--- src/rtl/mdb_pkg.sv ---
package mdb_pkg;
   typedef enum logic [1:0] {
      SRC_IDLE   = 2'd0,
      SRC_FLUSH  = 2'd1,
      SRC_ENGINE = 2'd2,
      SRC_CPU    = 2'd3
   } mdb_src_e;
endpackage

--- src/rtl/mdb_ctrl.sv ---
module mdb_ctrl
   import mdb_pkg::*;
#(
   parameter int DEPTH = 4,
   localparam int IDX_W = $clog2(DEPTH),
   localparam int CNT_W = $clog2(DEPTH + 1)
) (
   input  logic             clk,
   input  logic             rst_n,
   input  logic             flush,
   input  logic             eng_wr_en,
   input  logic             eng_commit,
   input  logic [CNT_W-1:0] eng_count,
   input  logic             cpu_wr_en,
   input  logic             cpu_rd_en,
   output logic [CNT_W-1:0] level,
   output logic             not_empty,
   output logic             full,
   output logic             rd_do,
   output logic             wr_do,
   output logic [IDX_W-1:0] wr_slot
);
   localparam logic [CNT_W-1:0] LVL_MAX = CNT_W'(DEPTH);

   mdb_src_e         src;
   logic [CNT_W-1:0] lvl_mid, lvl_n, commit_lvl;
   logic             ne_mid, full_mid, ne_n, full_n;

   always_comb begin
      if (flush)                        src = SRC_FLUSH;
      else if (eng_wr_en || eng_commit) src = SRC_ENGINE;
      else if (cpu_wr_en || cpu_rd_en)  src = SRC_CPU;
      else                              src = SRC_IDLE;
   end

   assign rd_do    = (src == SRC_CPU) && cpu_rd_en && (level != '0);
   assign lvl_mid  = level - CNT_W'(rd_do);
   assign wr_do    = (src == SRC_CPU) && cpu_wr_en && (lvl_mid != LVL_MAX);
   assign wr_slot  = lvl_mid[IDX_W-1:0];
   assign commit_lvl = (eng_count > LVL_MAX) ? LVL_MAX : eng_count;

   // pop applied first, push second
   assign ne_mid   = (rd_do && level == CNT_W'(1)) ? 1'b0 : not_empty;
   assign full_mid = (rd_do && level == LVL_MAX)   ? 1'b0 : full;

   always_comb begin
      lvl_n  = level;
      ne_n   = not_empty;
      full_n = full;
      case (src)
         SRC_FLUSH: begin
            lvl_n  = '0;
            ne_n   = 1'b0;
            full_n = 1'b0;
         end
         SRC_ENGINE: begin
            if (eng_commit) begin
               lvl_n  = commit_lvl;
               ne_n   = not_empty | (commit_lvl != '0);
               full_n = full | (commit_lvl == LVL_MAX);
            end
         end
         SRC_CPU: begin
            lvl_n  = lvl_mid + CNT_W'(wr_do);
            ne_n   = ne_mid | (wr_do && lvl_mid == '0);
            full_n = full_mid | (wr_do && lvl_mid == LVL_MAX - CNT_W'(1));
         end
         default: ;
      endcase
   end

   always_ff @(posedge clk or negedge rst_n) begin
      if (!rst_n) begin
         level     <= '0;
         not_empty <= 1'b0;
         full      <= 1'b0;
      end else begin
         level     <= lvl_n;
         not_empty <= ne_n;
         full      <= full_n;
      end
   end

   // push at full leaves the level at full
   a_r2_no_overflow: assert property (@(posedge clk) disable iff (!rst_n)
      (src == SRC_CPU && cpu_wr_en && !cpu_rd_en && level == LVL_MAX) |=> (level == LVL_MAX));
   // pop at empty leaves the level alone
   a_r4_empty_pop: assert property (@(posedge clk) disable iff (!rst_n)
      (src == SRC_CPU && cpu_rd_en && !cpu_wr_en && level == '0) |=> $stable(level));
   // first push raises not_empty
   a_r3_ne_set: assert property (@(posedge clk) disable iff (!rst_n)
      (src == SRC_CPU && cpu_wr_en && !cpu_rd_en && level == '0) |=> not_empty);
   // pop at full drops the full flag
   a_r6_full_clear: assert property (@(posedge clk) disable iff (!rst_n)
      (src == SRC_CPU && cpu_rd_en && !cpu_wr_en && level == LVL_MAX) |=> !full);
   // flush empties and clears flags
   a_r7_flush_ctrl: assert property (@(posedge clk) disable iff (!rst_n)
      flush |=> (level == '0 && !not_empty && !full));
endmodule

--- src/rtl/mdb_store.sv ---
module mdb_store #(
   parameter int DATA_W = 8,
   parameter int DEPTH  = 4,
   localparam int IDX_W = $clog2(DEPTH),
   localparam int CNT_W = $clog2(DEPTH + 1)
) (
   input  logic              clk,
   input  logic              rst_n,
   input  logic              flush,
   input  logic              shift,
   input  logic [CNT_W-1:0]  level,
   input  logic              wr_en,
   input  logic [IDX_W-1:0]  wr_slot,
   input  logic [DATA_W-1:0] wr_data,
   input  logic [IDX_W-1:0]  rd_slot,
   output logic [DATA_W-1:0] rd_data,
   output logic [DATA_W-1:0] head
);
   logic [DEPTH*DATA_W-1:0] slot_flat;

   for (genvar i = 0; i < DEPTH; i++) begin : g_slot
      logic [DATA_W-1:0] q, above, nxt;
      if (i < DEPTH - 1) begin : g_up
         assign above = slot_flat[(i+1)*DATA_W +: DATA_W];
      end else begin : g_top
         assign above = q;
      end
      always_comb begin
         nxt = q;
         if (shift && (CNT_W'(i + 1) < level)) nxt = above;
         if (wr_en && (wr_slot == IDX_W'(i)))  nxt = wr_data;
      end
      always_ff @(posedge clk or negedge rst_n) begin
         if (!rst_n)     q <= '0;
         else if (flush) q <= '0;
         else            q <= nxt;
      end
      assign slot_flat[i*DATA_W +: DATA_W] = q;
   end

   assign rd_data = slot_flat[rd_slot*DATA_W +: DATA_W];
   assign head    = slot_flat[DATA_W-1:0];

   // every slot is zero after a flush
   a_r7_flush_zero: assert property (@(posedge clk) disable iff (!rst_n)
      flush |=> (slot_flat == '0));
endmodule

--- src/rtl/mdb_buffer.sv ---
module mdb_buffer #(
   parameter int DATA_W = 8,
   parameter int DEPTH  = 4,
   localparam int IDX_W = $clog2(DEPTH),
   localparam int CNT_W = $clog2(DEPTH + 1)
) (
   input  logic              clk,
   input  logic              rst_n,
   input  logic              flush,
   input  logic              cpu_wr_en,
   input  logic [DATA_W-1:0] cpu_wr_data,
   input  logic              cpu_rd_en,
   output logic [DATA_W-1:0] cpu_rd_data,
   input  logic              eng_wr_en,
   input  logic [IDX_W-1:0]  eng_wr_slot,
   input  logic [DATA_W-1:0] eng_wr_data,
   input  logic              eng_commit,
   input  logic [CNT_W-1:0]  eng_count,
   input  logic [IDX_W-1:0]  eng_rd_slot,
   output logic [DATA_W-1:0] eng_rd_data,
   output logic [CNT_W-1:0]  level,
   output logic              not_empty,
   output logic              full
);
   if (DEPTH < 2 || (DEPTH & (DEPTH - 1)) != 0) begin : g_bad_depth
      $error("mdb_buffer: DEPTH must be a power of two and at least 2");
   end
   if (DATA_W < 1) begin : g_bad_width
      $error("mdb_buffer: DATA_W must be at least 1");
   end

   logic              rd_do, wr_do, st_wr_en;
   logic [IDX_W-1:0]  cpu_slot, st_wr_slot;
   logic [DATA_W-1:0] st_wr_data, head;

   mdb_ctrl #(.DEPTH(DEPTH)) u_ctrl (
      .clk        (clk),
      .rst_n      (rst_n),
      .flush      (flush),
      .eng_wr_en  (eng_wr_en),
      .eng_commit (eng_commit),
      .eng_count  (eng_count),
      .cpu_wr_en  (cpu_wr_en),
      .cpu_rd_en  (cpu_rd_en),
      .level      (level),
      .not_empty  (not_empty),
      .full       (full),
      .rd_do      (rd_do),
      .wr_do      (wr_do),
      .wr_slot    (cpu_slot)
   );

   assign st_wr_en   = eng_wr_en | wr_do;
   assign st_wr_slot = eng_wr_en ? eng_wr_slot : cpu_slot;
   assign st_wr_data = eng_wr_en ? eng_wr_data : cpu_wr_data;

   mdb_store #(.DATA_W(DATA_W), .DEPTH(DEPTH)) u_store (
      .clk     (clk),
      .rst_n   (rst_n),
      .flush   (flush),
      .shift   (rd_do),
      .level   (level),
      .wr_en   (st_wr_en),
      .wr_slot (st_wr_slot),
      .wr_data (st_wr_data),
      .rd_slot (eng_rd_slot),
      .rd_data (eng_rd_data),
      .head    (head)
   );

   assign cpu_rd_data = (level == '0) ? '1 : head;
endmodule

--- config.mk ---
export PLATFORM = sky130hd
export DESIGN_NAME = mdb_buffer
export DESIGN_NICKNAME = d
export VERILOG_FILES = /design/src/rtl/mdb_pkg.sv /design/src/rtl/mdb_ctrl.sv /design/src/rtl/mdb_store.sv /design/src/rtl/mdb_buffer.sv
export SDC_FILE = /design/constraint.sdc
export NUM_CORES = 1
export LEC_CHECK = 0
export BUFFER_PORTS_ARGS = -buffer_cell sky130_fd_sc_hd__buf_2
export CORE_ASPECT_RATIO = 1.1
export CORE_MARGIN = 2
export CORE_UTILIZATION = 25
export CTS_CLUSTER_DIAMETER = 60
export DETAILED_ROUTE_END_ITERATION = 10
export SYNTH_ARGS = -nofsm -noshare
export SYNTH_HDL_FRONTEND = slang
export SYNTH_HIERARCHICAL = 1
export SYNTH_SLANG_ARGS = --single-unit
export TNS_END_PERCENT = 20
--- constraint.sdc ---
create_clock -name clk -period 3.75 [get_ports clk]
set_input_delay 0.5625 -clock clk [delete_from_list [all_inputs] [get_ports clk]]
set_output_delay 0.5625 -clock clk [all_outputs]
set_load 0.05 [all_outputs]
==> impl_metrics.toml <==
[status]
run_status = "complete, no violations"

[setup_path]
worstPathBufferInverterCount = 1
path_delay_family = "simple AND/OR/NAND/NOR gates"
cp_common_cell = "sky130_fd_sc_hd__ha_1"
crit_path_end_kind = "flop"
crit_arrival_ns = 3.36
crit-reg2reg-launch = "u_ctrl/level[2]"
required_ns = 3.92
cp_max_fo = 12
cpMaxStageDelayCell = "sky130_fd_sc_hd__dfrtp_1"
crit_path_cell_trace = "nor2_1 -> a21oi_1 -> ha_1 -> ha_1 -> xor2_1 -> a31oi_1 -> or2_1 -> or3b_1 -> buf_4 -> mux2i_1 -> o31ai_2"
worst_setup_sp_type = "flop"
timing.reg2reg.setup_slack_ns = 0.56
cpPeakStageDelay_ns = 0.55
reg2regPathDepth = 11
crit_type = "flop to flop"
r2r-end = "u_store/head[2]"

[grt]
grt_start_max_net_pins = 49
grt_first_pass_wirelength_um = 10900
gr-total-overflow = 0
antenna_found_initial = 0
vias_in_the_first_global_route = 1984
track_usage_pct = 13.07

[clocking]
cts-root-buf = "sky130_fd_sc_hd__clkbuf_8"
tritoncts_clock_tree = "done"
cts_hold_buf = 0
post_cts_buffers = 0
cts.sinks = 37
number_of_cells_upsized_or_downsized_after_cts = 0
clock_path_buffers = 2
h_tree_lvls = 2
worst_setup_hold_path_clk_slew_ns = 0.08
cts_buffers = 5
insertion_delay_ns = 0.29

[routing]
wirelength_um = 6795
drt_first_iter_violations = 165
detailroute.via_count = 2078
remaining_drc_errors = 0
postRouteAntennaNets = 0
drtPass1Iterations = 6
wl_per_cell_um = 16.95
via_per_instance_ratio = 5.182

[synth]
synth_top_family_by_area = "multiplexers"
yosys.cell_types.count = 43
synth.area.mux_share_pct = 22.63
synth-compound-area-share_pct = 13.84
syn-mean-instance-area_um2 = 10.84
synth_xor_xnor_area_share_pct = 0.6993
synth-adder-area-share_pct = 1.998
synthesis.nets = 265
yosysSeqAreaShare_pct = 36.96
syn-instance-count = 231
post_synth_and_or_nand_nor_area_fraction_pct = 18.53
ys_ff_latch = 37
synth.cell_area_um2 = 2505
ys.warnings.count = 6

[final_layout]
synthToLayoutAreaGrowth_pct = 20.63
drive_gt1_share_pct = 39.86
finish.net_count = 314
insertedDiodeCount = 0
layout.cells.non_filler = 401

[timing]
max_slew.worst_pin.slew_ns = 0.8648
post_layout_minimum_cycle_time_ns = 3.192
rsz0062_at_grt = "false"
setup_violations = 0
hold_violations = 0
max_freq_mhz = 313.3
fin_worst_skew_ns = 0.003901
finalSetupTns_ns = 0
max_slew_margin_pct = 42.35
fin_crit_sh_pct = 85.12
number_of_pins_exceeding_their_max_slew_limit_in_the_final_report = 0
finalHoldWorstSlack_ns = 0.3721
setup_ws_ns = 0.5581

[floorplanning]
floorplan.io_pins = 51
die-width_um = 99.44
chipHeight_um = 109.0
core_area_um2 = 9794
initial_utilization_pct = 25.57
fp-row-count = 38
fp.dieArea_um2 = 10840

[run]
cap_viol_max_count = 0

[placement]
place_hpwl_um = 4862
placed_cells = 393
post-place-ws_ns = 0.3095
gp_congestion = 0.8521
io_buffer_count = 50

[power_and_ir_drop]
pwr_density_cell_nw_per_um2 = 405.3
total_leakage_power_uw = 0.001446
post_layout_total_power_uw = 1225
power.ir.vdd_worst_mv = 0.1359

[hold_path]
hold_class = "input pin to async pin"
[worst max path at each step]
stage | slack, ns | endpoint | startpoint | cells after the start
finish | 0.56 | u_store/head[2] | u_ctrl/level[2] | 11
global route | 0.31 | u_store/head[2] | u_ctrl/level[2] | 11
CTS | 0.63 | u_store/head[2] | u_ctrl/level[2] | 11
detailed placement | 0.31 | u_store/g_slot[1].above[0] | eng_commit | 13
global placement | 0.39 | u_store/head[2] | eng_commit | 13
floorplan | 0.63 | u_store/head[0] | u_ctrl/level[2] | 12
[area by class of cell]
class                           instances  area, µm²
Multi-Input combinational cell        164       1445
Clock buffer                            5      68.82
Clock inverter                          3      68.82
Inverter                               14      52.55
Timing Repair Buffer                   58      310.3
Fill cell                            1027       6773
Sequential cell                        37      925.9
Tap cell                              120      150.1
[cells by family (layout without fill, tap and decap cells)]
kind of cell | count (synthesis) | after routing
fa+ha+maj | 4 | 4
compound gates | 40 | 40
xor+xnor | 2 | 2
flops | 37 | 37
mux | 42 | 42
simple gates | 76 | 76
buf+inv | 30 | 80
[worst register-to-register path: stages, from the launching register on]
cell	delay, ns
sky130_fd_sc_hd__dfrtp_1	0.55
sky130_fd_sc_hd__nor2_1	0.12
sky130_fd_sc_hd__a21oi_1	0.34
sky130_fd_sc_hd__ha_1	0.23
sky130_fd_sc_hd__ha_1	0.19
sky130_fd_sc_hd__xor2_1	0.30
sky130_fd_sc_hd__a31oi_1	0.16
sky130_fd_sc_hd__or2_1	0.28
sky130_fd_sc_hd__or3b_1	0.25
sky130_fd_sc_hd__buf_4	0.24
sky130_fd_sc_hd__mux2i_1	0.31
sky130_fd_sc_hd__o31ai_2	0.08
[flip-flops by register name, summed over array words and instances, names as in the netlist]
signal	cells
u_ctrl/level	3
u_store/head	8
u_store/g_slot.above	24
u_ctrl/not_empty	1
u_ctrl/full	1
[through the flow]
stage	util [%]	instance area [µm²]
floorplan	-	2505
global placement	29.45	2884
detailed placement	29.45	2884
CTS	30.85	3022
global route	30.85	3022
finish	30.85	3022
[layout by cell type (no fill, tap or decap), drive strengths merged, types with 5 or more instances in the layout]
| master | n |
|---|---|
| buf | 58 |
| clkbuf | 5 |
| dfrtp | 37 |
| inv | 15 |
| mux2 | 10 |
| mux2i | 24 |
| mux4 | 8 |
| nand3 | 10 |
| nand4 | 17 |
| nor2 | 14 |
| o311ai | 8 |
| o31ai | 16 |
| or2 | 9 |
| or3b | 9 |
[synth_stat cells, drive strengths merged]
cell type / n / area [µm²]
a31oi: 1 / 6.260
mux2i: 24 / 240.2
a21o: 1 / 7.510
xnor2: 1 / 8.760
o21bai: 1 / 7.510
ha: 4 / 50.05
nor3b: 1 / 7.510
mux2: 10 / 146.4
dfrtp: 37 / 925.9
nand3: 10 / 50.05
a311o: 2 / 20.02
xor2: 1 / 8.760
a311oi: 2 / 17.52
nor2b: 1 / 6.260
buf: 7 / 47.54
nor4: 2 / 18.77
nand2: 4 / 15.01
o31ai: 16 / 160.2
or3: 1 / 6.260
a2bb2oi: 2 / 17.52
clkbuf: 9 / 33.78
nor2: 14 / 52.55
nand3b: 2 / 15.01
or3b: 9 / 78.83
o21ai: 3 / 15.01
nand4: 17 / 106.4
or2: 9 / 56.31
or4b: 1 / 13.76
o311ai: 8 / 70.07
o211ai: 2 / 15.01
and3: 2 / 17.52
mux4: 8 / 180.2
nor3: 3 / 20.02
a21oi: 2 / 10.01
inv: 14 / 52.55
[power by group]
| group | internal (µW) | total, µW | switching, µW | leakage (µW) |
|---|---|---|---|---|
| registers | 426 | 454 | 27.8 | 0.000504 |
| logic | 120 | 347 | 227 | 0.000874 |
| clock network | 268 | 424 | 156 | 0.0000687 |
| total | 814 | 1220 | 410 | 0.00145 |
[per-layer routing]
layer | track usage (%) | vias up | share of wire (%)
li1 | - | 983 | -
met5 | 0 | - | 0
met1 | 18.65 | 1010 | 46
met4 | 5.088 | 0 | 2.7
met3 | 2.564 | 13 | 6.3
met2 | 19.50 | 72 | 45
Power figures use the tool's default switching activity.
